--- config.mk ---
export PLATFORM = sky130hd
export DESIGN_NAME = gpio_port_regs
export DESIGN_NICKNAME = d
export VERILOG_FILES = /design/src/rtl/gpio_port_pkg.sv /design/src/rtl/gpio_in_sync.sv /design/src/rtl/gpio_out_data.sv /design/src/rtl/gpio_pad_ctrl.sv /design/src/rtl/gpio_port_regs.sv
export SDC_FILE = /design/constraint.sdc
export NUM_CORES = 1
export LEC_CHECK = 0
export BUFFER_PORTS_ARGS = -buffer_cell sky130_fd_sc_hd__buf_2
export CAP_MARGIN = 20
export CORE_MARGIN = 5
export CORE_UTILIZATION = 35
export CTS_BUF_LIST = sky130_fd_sc_hd__clkbuf_8
export CTS_CLUSTER_SIZE = 8
export DETAILED_ROUTE_END_ITERATION = 10
export GPL_ROUTABILITY_DRIVEN = 0
export PLACE_DENSITY = 0.66
export SLEW_MARGIN = 20
export SYNTH_ARGS = -nofsm -noshare
export SYNTH_HDL_FRONTEND = slang
export SYNTH_SLANG_ARGS = --single-unit
--- constraint.sdc ---
create_clock -name clk -period 12.88 [get_ports clk]
set_input_delay 1.288 -clock clk [delete_from_list [all_inputs] [get_ports clk]]
set_output_delay 1.288 -clock clk [all_outputs]
set_load 0.1 [all_outputs]
--- src/rtl/gpio_port_pkg.sv ---
package gpio_port_pkg;
  localparam int unsigned PINS   = 16;
  localparam int unsigned FLD_W  = 2;
  localparam int unsigned SEL_W  = 4;
  localparam int unsigned DATA_W = 32;
  localparam int unsigned BE_W   = DATA_W / 8;

  typedef enum logic [3:0] {
    OFS_MODE  = 4'd0,
    OFS_TYPE  = 4'd1,
    OFS_SPEED = 4'd2,
    OFS_PULL  = 4'd3,
    OFS_IN    = 4'd4,
    OFS_OUT   = 4'd5,
    OFS_SETCL = 4'd6,
    OFS_CLR   = 4'd7,
    OFS_SELLO = 4'd8,
    OFS_SELHI = 4'd9
  } reg_ofs_e;

  localparam logic [1:0] MODE_IN  = 2'b00;
  localparam logic [1:0] MODE_OUT = 2'b01;
  localparam logic [1:0] MODE_ALT = 2'b10;
  localparam logic [1:0] MODE_ANA = 2'b11;

  function automatic logic [DATA_W-1:0] be_to_mask(input logic [BE_W-1:0] be);
    logic [DATA_W-1:0] m;
    for (int k = 0; k < int'(BE_W); k++) m[8*k +: 8] = {8{be[k]}};
    return m;
  endfunction

  function automatic logic [DATA_W-1:0] merge(input logic [DATA_W-1:0] old_v,
                                              input logic [DATA_W-1:0] new_v,
                                              input logic [DATA_W-1:0] mask);
    return (old_v & ~mask) | (new_v & mask);
  endfunction
endpackage

--- src/rtl/gpio_in_sync.sv ---
module gpio_in_sync #(
  parameter int unsigned WIDTH  = 16,
  parameter int unsigned STAGES = 2
) (
  input  logic             clk,
  input  logic             rst_n,
  input  logic [WIDTH-1:0] d,
  output logic [WIDTH-1:0] q
);
  logic [WIDTH-1:0] stg_q [STAGES];

  generate
    for (genvar s = 0; s < int'(STAGES); s++) begin : g_stage
      logic [WIDTH-1:0] stg_d;
      if (s == 0) begin : g_first
        assign stg_d = d;
      end else begin : g_next
        assign stg_d = stg_q[s-1];
      end
      always_ff @(posedge clk or negedge rst_n) begin
        if (!rst_n) stg_q[s] <= '0;
        else        stg_q[s] <= stg_d;
      end
    end
  endgenerate

  assign q = stg_q[STAGES-1];
endmodule

--- src/rtl/gpio_out_data.sv ---
module gpio_out_data #(
  parameter int unsigned WIDTH = 16
) (
  input  logic               clk,
  input  logic               rst_n,
  input  logic               wr_full,
  input  logic               wr_setclr,
  input  logic               wr_clr,
  input  logic [2*WIDTH-1:0] wdata,
  input  logic [2*WIDTH-1:0] wmask,
  output logic [WIDTH-1:0]   odr
);
  logic [WIDTH-1:0] odr_q, odr_d;
  logic [WIDTH-1:0] set_v, clr_hi_v, clr_lo_v;
  logic             odr_en;

  assign set_v    = wdata[WIDTH-1:0] & wmask[WIDTH-1:0];
  assign clr_lo_v = set_v;
  assign clr_hi_v = wdata[2*WIDTH-1:WIDTH] & wmask[2*WIDTH-1:WIDTH];
  assign odr_en   = wr_full | wr_setclr | wr_clr;

  always_comb begin
    odr_d = odr_q;
    if (wr_full)        odr_d = (odr_q & ~wmask[WIDTH-1:0]) | set_v;
    else if (wr_setclr) odr_d = (odr_q & ~clr_hi_v) | set_v;
    else if (wr_clr)    odr_d = odr_q & ~clr_lo_v;
  end

  always_ff @(posedge clk or negedge rst_n) begin
    if (!rst_n)      odr_q <= '0;
    else if (odr_en) odr_q <= odr_d;
  end

  assign odr = odr_q;

  // requested clears land unless the same pin is also set
  p_clear_lands_r5: assert property (@(posedge clk) disable iff (!rst_n)
    wr_setclr |=> ((odr_q & $past(clr_hi_v & ~set_v)) == '0));
  // untouched pins keep their value
  p_keep_other_r5: assert property (@(posedge clk) disable iff (!rst_n)
    wr_setclr |=> (((odr_q ^ $past(odr_q)) & ~$past(set_v | clr_hi_v)) == '0));
  // set beats clear on the same pin
  p_set_wins_r6: assert property (@(posedge clk) disable iff (!rst_n)
    wr_setclr |=> ((odr_q & $past(set_v & clr_hi_v)) == $past(set_v & clr_hi_v)));
  // clear-only alias clears its mask
  p_clear_only_r7: assert property (@(posedge clk) disable iff (!rst_n)
    wr_clr |=> ((odr_q & $past(clr_lo_v)) == '0));
endmodule

--- src/rtl/gpio_pad_ctrl.sv ---
module gpio_pad_ctrl
  import gpio_port_pkg::*;
#(
  parameter int unsigned NPIN = 16
) (
  input  logic [2*NPIN-1:0] mode,
  input  logic [NPIN-1:0]   otype,
  input  logic [2*NPIN-1:0] pull,
  input  logic [NPIN-1:0]   odr,
  input  logic [NPIN-1:0]   af_out,
  input  logic [NPIN-1:0]   af_oe,
  output logic [NPIN-1:0]   pad_out,
  output logic [NPIN-1:0]   pad_oe,
  output logic [NPIN-1:0]   pad_od,
  output logic [NPIN-1:0]   pad_pu,
  output logic [NPIN-1:0]   pad_pd,
  output logic [NPIN-1:0]   pad_analog
);
  generate
    for (genvar n = 0; n < int'(NPIN); n++) begin : g_pin
      logic [1:0] m, p;
      assign m = mode[2*n +: 2];
      assign p = pull[2*n +: 2];

      always_comb begin
        pad_out[n] = 1'b0;
        pad_oe[n]  = 1'b0;
        unique case (m)
          MODE_OUT: begin
            pad_out[n] = odr[n];
            pad_oe[n]  = otype[n] ? ~odr[n] : 1'b1;
          end
          MODE_ALT: begin
            pad_out[n] = af_out[n];
            pad_oe[n]  = af_oe[n];
          end
          default: ;
        endcase
      end

      assign pad_od[n]     = otype[n];
      assign pad_pu[n]     = (p == 2'b01);
      assign pad_pd[n]     = (p == 2'b10);
      assign pad_analog[n] = (m == MODE_ANA);
    end
  endgenerate
endmodule

--- src/rtl/gpio_port_regs.sv ---
module gpio_port_regs
  import gpio_port_pkg::*;
#(
  parameter int unsigned ADDR_W = 6
) (
  input  logic                clk,
  input  logic                rst_n,
  input  logic [ADDR_W-1:0]   bus_addr,
  input  logic                bus_wr,
  input  logic [DATA_W-1:0]   bus_wdata,
  input  logic [BE_W-1:0]     bus_be,
  input  logic                bus_rd,
  output logic [DATA_W-1:0]   bus_rdata,
  input  logic [PINS-1:0]     pin_in,
  input  logic [PINS-1:0]     af_out,
  input  logic [PINS-1:0]     af_oe,
  output logic [PINS-1:0]     pad_out,
  output logic [PINS-1:0]     pad_oe,
  output logic [PINS-1:0]     pad_od,
  output logic [PINS-1:0]     pad_pu,
  output logic [PINS-1:0]     pad_pd,
  output logic [PINS-1:0]     pad_analog,
  output logic [FLD_W*PINS-1:0] pad_speed,
  output logic [SEL_W*PINS-1:0] af_sel
);
  localparam int unsigned WORD_W = ADDR_W - 2;
  localparam int unsigned FW     = FLD_W * PINS;
  localparam int unsigned HALF   = SEL_W * PINS / 2;

  // reset: asynchronous assert, synchronous release
  logic [1:0] rst_sync_q;
  logic       rst_n_s;
  always_ff @(posedge clk or negedge rst_n) begin
    if (!rst_n) rst_sync_q <= 2'b00;
    else        rst_sync_q <= {rst_sync_q[0], 1'b1};
  end
  assign rst_n_s = rst_sync_q[1];

  // address decode
  logic [WORD_W-1:0] word;
  logic              aligned;
  logic [DATA_W-1:0] wmask;
  logic hit_mode, hit_type, hit_speed, hit_pull, hit_in, hit_out;
  logic hit_setcl, hit_clr, hit_sello, hit_selhi, hit_any;

  assign word    = bus_addr[ADDR_W-1:2];
  assign aligned = (bus_addr[1:0] == 2'b00);
  assign wmask   = be_to_mask(bus_be);

  assign hit_mode  = aligned && (word == WORD_W'(OFS_MODE));
  assign hit_type  = aligned && (word == WORD_W'(OFS_TYPE));
  assign hit_speed = aligned && (word == WORD_W'(OFS_SPEED));
  assign hit_pull  = aligned && (word == WORD_W'(OFS_PULL));
  assign hit_in    = aligned && (word == WORD_W'(OFS_IN));
  assign hit_out   = aligned && (word == WORD_W'(OFS_OUT));
  assign hit_setcl = aligned && (word == WORD_W'(OFS_SETCL));
  assign hit_clr   = aligned && (word == WORD_W'(OFS_CLR));
  assign hit_sello = aligned && (word == WORD_W'(OFS_SELLO));
  assign hit_selhi = aligned && (word == WORD_W'(OFS_SELHI));
  assign hit_any   = hit_mode | hit_type | hit_speed | hit_pull | hit_in | hit_out
                   | hit_setcl | hit_clr | hit_sello | hit_selhi;

  // configuration registers
  logic [FW-1:0]   mode_q, mode_d, speed_q, speed_d, pull_q, pull_d;
  logic [PINS-1:0] type_q, type_d;
  logic [HALF-1:0] sello_q, sello_d, selhi_q, selhi_d;
  logic            cfg_en;

  assign cfg_en = bus_wr & (hit_mode | hit_type | hit_speed | hit_pull | hit_sello | hit_selhi);

  always_comb begin
    mode_d  = mode_q;
    type_d  = type_q;
    speed_d = speed_q;
    pull_d  = pull_q;
    sello_d = sello_q;
    selhi_d = selhi_q;
    if (hit_mode)  mode_d  = merge(mode_q, bus_wdata, wmask);
    if (hit_type)  type_d  = PINS'(merge(DATA_W'(type_q), bus_wdata, wmask));
    if (hit_speed) speed_d = merge(speed_q, bus_wdata, wmask);
    if (hit_pull)  pull_d  = merge(pull_q, bus_wdata, wmask);
    if (hit_sello) sello_d = merge(sello_q, bus_wdata, wmask);
    if (hit_selhi) selhi_d = merge(selhi_q, bus_wdata, wmask);
  end

  always_ff @(posedge clk or negedge rst_n_s) begin
    if (!rst_n_s) begin
      mode_q  <= '0;
      type_q  <= '0;
      speed_q <= '0;
      pull_q  <= '0;
      sello_q <= '0;
      selhi_q <= '0;
    end else if (cfg_en) begin
      mode_q  <= mode_d;
      type_q  <= type_d;
      speed_q <= speed_d;
      pull_q  <= pull_d;
      sello_q <= sello_d;
      selhi_q <= selhi_d;
    end
  end

  // output data and input sampling
  logic [PINS-1:0] odr, idr;

  gpio_out_data #(.WIDTH(PINS)) i_out_data (
    .clk       (clk),
    .rst_n     (rst_n_s),
    .wr_full   (bus_wr & hit_out),
    .wr_setclr (bus_wr & hit_setcl),
    .wr_clr    (bus_wr & hit_clr),
    .wdata     (bus_wdata),
    .wmask     (wmask),
    .odr       (odr)
  );

  gpio_in_sync #(.WIDTH(PINS), .STAGES(2)) i_in_sync (
    .clk   (clk),
    .rst_n (rst_n_s),
    .d     (pin_in),
    .q     (idr)
  );

  gpio_pad_ctrl #(.NPIN(PINS)) i_pad_ctrl (
    .mode       (mode_q),
    .otype      (type_q),
    .pull       (pull_q),
    .odr        (odr),
    .af_out     (af_out),
    .af_oe      (af_oe),
    .pad_out    (pad_out),
    .pad_oe     (pad_oe),
    .pad_od     (pad_od),
    .pad_pu     (pad_pu),
    .pad_pd     (pad_pd),
    .pad_analog (pad_analog)
  );

  assign pad_speed = speed_q;
  assign af_sel    = {selhi_q, sello_q};

  // read path
  logic [DATA_W-1:0] rd_mux, rdata_q, rdata_d;

  always_comb begin
    rd_mux = '0;
    if (hit_mode)  rd_mux = mode_q;
    if (hit_type)  rd_mux = DATA_W'(type_q);
    if (hit_speed) rd_mux = speed_q;
    if (hit_pull)  rd_mux = pull_q;
    if (hit_in)    rd_mux = DATA_W'(idr);
    if (hit_out)   rd_mux = DATA_W'(odr);
    if (hit_sello) rd_mux = sello_q;
    if (hit_selhi) rd_mux = selhi_q;
  end

  assign rdata_d = bus_rd ? rd_mux : '0;

  always_ff @(posedge clk or negedge rst_n_s) begin
    if (!rst_n_s) rdata_q <= '0;
    else          rdata_q <= rdata_d;
  end

  assign bus_rdata = rdata_q;

  // write-only registers read back as zero
  p_wo_reads_zero_r5: assert property (@(posedge clk) disable iff (!rst_n_s)
    (bus_rd && (hit_setcl || hit_clr)) |=> (bus_rdata == '0));
  // stray writes leave configuration and outputs untouched
  p_stray_write_r12: assert property (@(posedge clk) disable iff (!rst_n_s)
    (bus_wr && !hit_any) |=> ($stable(mode_q) && $stable(type_q) && $stable(speed_q)
                              && $stable(pull_q) && $stable(odr) && $stable(af_sel)));
  // idle cycle returns zero read data
  p_idle_rdata_r13: assert property (@(posedge clk) disable iff (!rst_n_s)
    !bus_rd |=> (bus_rdata == '0));

  generate
    for (genvar n = 0; n < int'(PINS); n++) begin : g_chk
      // input and analog pins never drive
      p_no_drive_r11: assert property (@(posedge clk) disable iff (!rst_n_s)
        (mode_q[2*n +: 2] == MODE_IN || mode_q[2*n +: 2] == MODE_ANA) |-> !pad_oe[n]);
      // open-drain output releases a high level
      p_od_release_r9: assert property (@(posedge clk) disable iff (!rst_n_s)
        (mode_q[2*n +: 2] == MODE_OUT && type_q[n] && odr[n]) |-> !pad_oe[n]);
      // alternate function owns the pad
      p_alt_owns_r10: assert property (@(posedge clk) disable iff (!rst_n_s)
        (mode_q[2*n +: 2] == MODE_ALT) |-> (pad_oe[n] == af_oe[n] && pad_out[n] == af_out[n]));
    end
  endgenerate
endmodule

Word level (Yosys, flattened, before mapping)
Index checks and enable logic that the tools add are counted.
Widths: inputs -> output; s select.
{ "totals": {"register_bits": 258, "input_bits": 94, "output_inout_bits": 224, "wordCells": 231} }
{ "classes": {"n_eq_ne": 89, "muxes": 60, "n_bitwise": 51, "reduce_logical": 20} }
{ "op_table": {"columns": ["cell", "n"], "rows": [
  ["$mux 32", 9],
  ["$and 32x32->32", 6],
  ["$or 32x32->32", 5],
  ["$and 16x16->16", 6],
  ["$eq 2x2->1 const B", 48],
  ["$eq 2x1->1 const B", 32],
  ["$pmux 1 s2", 32],
  ["$mux 16", 3],
  ["$not 16->16", 3],
  ["$or 16x16->16", 3],
  ["$not 32->32", 1],
  ["$eq 4x3->1 const B", 4],
  ["$mux 1", 16],
  ["$not 1->1", 16],
  ["$reduce_and 2->1", 7],
  ["$logic_and 1x1->1", 10],
  ["$eq 4x2->1 const B", 2],
  ["$eq 4x4->1 const B", 2],
  ["$or 1x1->1", 7],
  ["$and 1x1->1", 4],
  ["$eq 4x1->1 const B", 1],
  ["$logic_not 4->1", 1],
  ["$reduce_bool 3->1", 1],
  ["$logic_not 2->1", 1]
]} }

Depth between registers and ports, before layout
{ "logic_depth": {"depth_word": 11, "ltp_mapped": 7, "mapped_depth_nobuf": 4} }

Modules after synthesis
A second synthesis with hierarchy kept.
{ "unflattened": {"cells_unflattened": 1026, "area_unflattened_um2": 12788.5} }
{ "modules_own_cells": {"columns": ["mod", "n_inst", "cells_each", "area_per_inst_um2", "seq_area_each_um2"], "rows": [
  ["gpio_port_regs", 1, 648, 9242.6, 5255.0],
  ["gpio_pad_ctrl", 1, 208, 1581.5, 0.0],
  ["gpio_out_data", 1, 138, 1163.6, 400.4],
  ["gpio_in_sync", 1, 32, 800.8, 800.8]
]} }

Worst setup path before layout
OpenSTA, ideal clock, no wires.
{ "synth_timing": {"kind": "input to output", "from": "input af_oe[10]", "to": "output pad_oe[10]", "arrival_ns": 2.613, "required_time_ns": 11.592, "path_slack_ns": 8.979, "stages": 2, "path_buffers": 0, "path_cell_list": "a22oi_1 -> nor2_1"} }
{ "synth_between": {"elab_chain_len": 1} }
{ "synth_rtl": {"columns": ["element", "line_no", "rtl"], "rows": [
  ["from (decl)", "gpio_port_regs.sv:16", "input logic [PINS-1:0] af_oe,"],
  ["$pmux 1 s2", "gpio_pad_ctrl.sv:28", "unique case (m)"],
  ["to (decl)", "gpio_port_regs.sv:18", "output logic [PINS-1:0] pad_oe,"]
]} }
No other way between the ends.

==> impl_metrics.csv <==
group,metric,value,unit
layout,syn_to_final_growth,24.7,%
setup_path,critPathKind,"input port to register",
timing,grt_setup_unrepaired,"false",
pwr,switching_share,0.377,
setup_path,cp.required,13.30,ns
setup_path,reg2reg_from,"rst_sync_q[1]",
synth,yosys_warnings,0,
synth,synth.area.top_cells,"dfrtp_1 (53%), mux2_2 (18%), ha_1 (4.9%), mux4_2 (3.0%), a221oi_1 (2.3%)",
floorplanning,start_util,0.353,
layout,n_fill_cell,3257,
clocking,cts_tree,"built",
floorplanning,num_io_pins,318,
floorplanning,rows,68,
route,dr.pass1.iters,5,
setup_path,worstPathArrival,4.80,ns
floorplanning,core-area,0.0345,sq mm
route,finalWirelength,41400,um
setup_path,r2r_end,"bus_rdata[11]",
synth,async_flop_share,1.00,
pwr,vdd_drop_max,0.0832,mV
global_route,grt.total_usage,0.208,
synth,synth_most_common_cell,"dfrtp_1",
pwr,p_leak,7.79,nW
route,ant_nets,0,
clocking,postCtsHoldBufs,0,
synth,ys_seq_elements,258,
clocking,cts.sinks,258,
clocking,cts_made_buffers,45,
synth,syn-num-nets,1093,
timing,setup_violations,0,
setup_path,r2r_slack,10.75,ns
synth,yosys.area.top_type,"dfrtp_1",
synth,dominantRegCellSynth,"dfrtp_1",
setup_path,r2r_cells,2,
synth,syn_inst,951,
global_route,grt_pass1_wl,62300,um
pwr,p_switching,0.845,mW
setup_path,start_kind,"input port",
layout,multiInputGateArea,0.00545,sq mm
pwr,comb_power_share,0.245,
clocking,clk_pin_slew,0.06,ns
timing,finalHoldWorstSlack,0.315,ns
placement,io_buffer_count,317,
placement,hpwlAfterDp,30000,um
route,viasPerCell,5.32,
timing,fmax,229,MHz
route,drc,0,
synth,netlist_area,0.0122,sq mm
global_route,grt_max_degree,82,
min_path,hold_path_class,"register to asynchronous set/reset pin",
flow_run,max_cap_violations,0,
pwr,p_seq_frac,0.418,
global_route,gr-total-overflow,0,
synth,synth_edf_count,0,
layout,ff_latch_area,0.00646,sq mm
layout,drive_gt1_frac,0.476,
route,drtIter0Drc,608,
timing,fin_crit,4.37,ns
timing,worst_clock_skew,0.0287,ns
timing,tightest_slew,1.12,ns
pwr,power.density,148,mW/mm^2
clocking,postCtsResizedCells,0,
synth,ys_types,35,
route,routedWlPerCell,23.3,um
timing,relSlewSlack,0.251,
clocking,post_cts_buffers,0,
clocking,clk_path_buf_depth,3,
status,status,"finished, final reports clean",
clocking,h-tree-depth,2,
synth,synth_seq_area_share,0.530,
synth,synthTopCellsByCount,"dfrtp_1 (258), mux2_2 (191), nand2_1 (58), nor2_1 (51), o21ai_0 (49)",
timing,period_share,0.340,
pwr,clkPwrFrac,0.337,
timing,setup_tns,0,ns
floorplanning,die-width,196,um
route,vias,9440,
floorplanning,die-area,0.0386,sq mm
setup_path,cp-end-kind,"register",
clocking,clock_latency,0.57,ns
setup_path,crit_fanout,50,
global_route,antenna_found_initial,4,
floorplanning,die_h,196,um
timing,slew_violations,0,
layout,nNetsFinal,1426,
pwr,internal_power,1.40,mW
synth,syn_area_per_cell,12.8,sq um
clocking,cts_root_buf,"clkbuf_8",
timing,hold_violations,0,
synth,synth_top_area_frac,0.530,
global_route,grt_pass1_vias,9892,
## critical path, stage by stage
cell     delay (ns)
buf_4          0.26
buf_4          0.63
nor2b_2        0.84
nand2_2        0.74
nor2_2         0.58
mux2_2         0.39
## metal layers
layer	up-vias	part of all wire	global-route usage
met5	-	0.00034	0
met4	4	0.034	0.0740
met1	4800	0.43	0.283
li1	4165	-	-
met2	380	0.47	0.330
met3	91	0.072	0.0484
## power groups by stage
stage	Sequential (mW)	Combinational [mW]	Clock, mW
floorplan	1.15	0.212	0
global placement	0.949	0.545	0
detailed placement	0.951	0.550	0
CTS	0.937	0.552	0.780
global route	0.946	0.573	0.816
finish	0.937	0.549	0.755
## how the worst max path moves through the flow
stage | from | cells past startpoint | endpoint
6_report | bus_addr[2] | 6 | register
5_1_grt | bus_addr[2] | 6 | register
4_1_cts | bus_addr[2] | 6 | register
3_5_place_dp | bus_addr[2] | 6 | register
3_3_place_gp | bus_addr[2] | 6 | register
2_1_floorplan | rst_sync_q[1] | 0 | asynchronous set/reset pin
## area by class of cell
| type | instances | area share |
|---|---|---|
| Tap cell | 455 | 0.0375 |
| Multi-Input combinational cell | 622 | 0.359 |
| Timing Repair Buffer | 324 | 0.109 |
| Sequential cell | 258 | 0.426 |
| Inverter | 33 | 0.00816 |
| Clock buffer | 55 | 0.0499 |
| Antenna cell | 1 | 0.000165 |
| Clock inverter | 27 | 0.0106 |
## per-stage QoR
step / util / worst slack [ns] / cells / instance area [sq um] / power (mW)
detailed placement: 0.413 / 7.92 / 1692 / 14200 / 1.50
CTS: 0.440 / 8.52 / 1774 / 15200 / 2.27
floorplan: - / 5.16 / 951 / 12200 / 1.36
finish: 0.440 / 8.51 / 1775 / 15200 / 2.24
global route: 0.440 / 8.28 / 1775 / 15200 / 2.33
global placement: 0.413 / 8.09 / 1692 / 14200 / 1.49
## kinds of logic (layout without fill, tap and decap cells)
logic type,after synthesis,count (layout),synth area share
flops,258,258,0.530
mux,224,224,0.220
simple gates,177,177,0.0757
compound gates,172,172,0.101
buf+inv,71,439,0.0227
fa+ha+maj,48,48,0.0493
other cells,1,2,0.000308
## layout by cell type, fill, tap and decap left out, drive strengths merged
cell	count
buf	324
dfrtp	258
mux2	192
nor2	65
nand2	58
clkbuf	55
inv	52
o21ai	49
ha	48
nor2b	35
a221oi	32
a22oi	32
mux2i	16
o2bb2ai	16
a21oi	16
mux4	16
o221ai	16
nand3	10
a21bo	7
clkinv	6
a21o	2
and3b	2
and2	2
nor4b	2
diode	1
nor4	1
or4b	1
o211ai	1
o2111a	1
nor3	1
clkinvlp	1
bufinv	1
conb	1
Power figures use the tool's default switching activity.
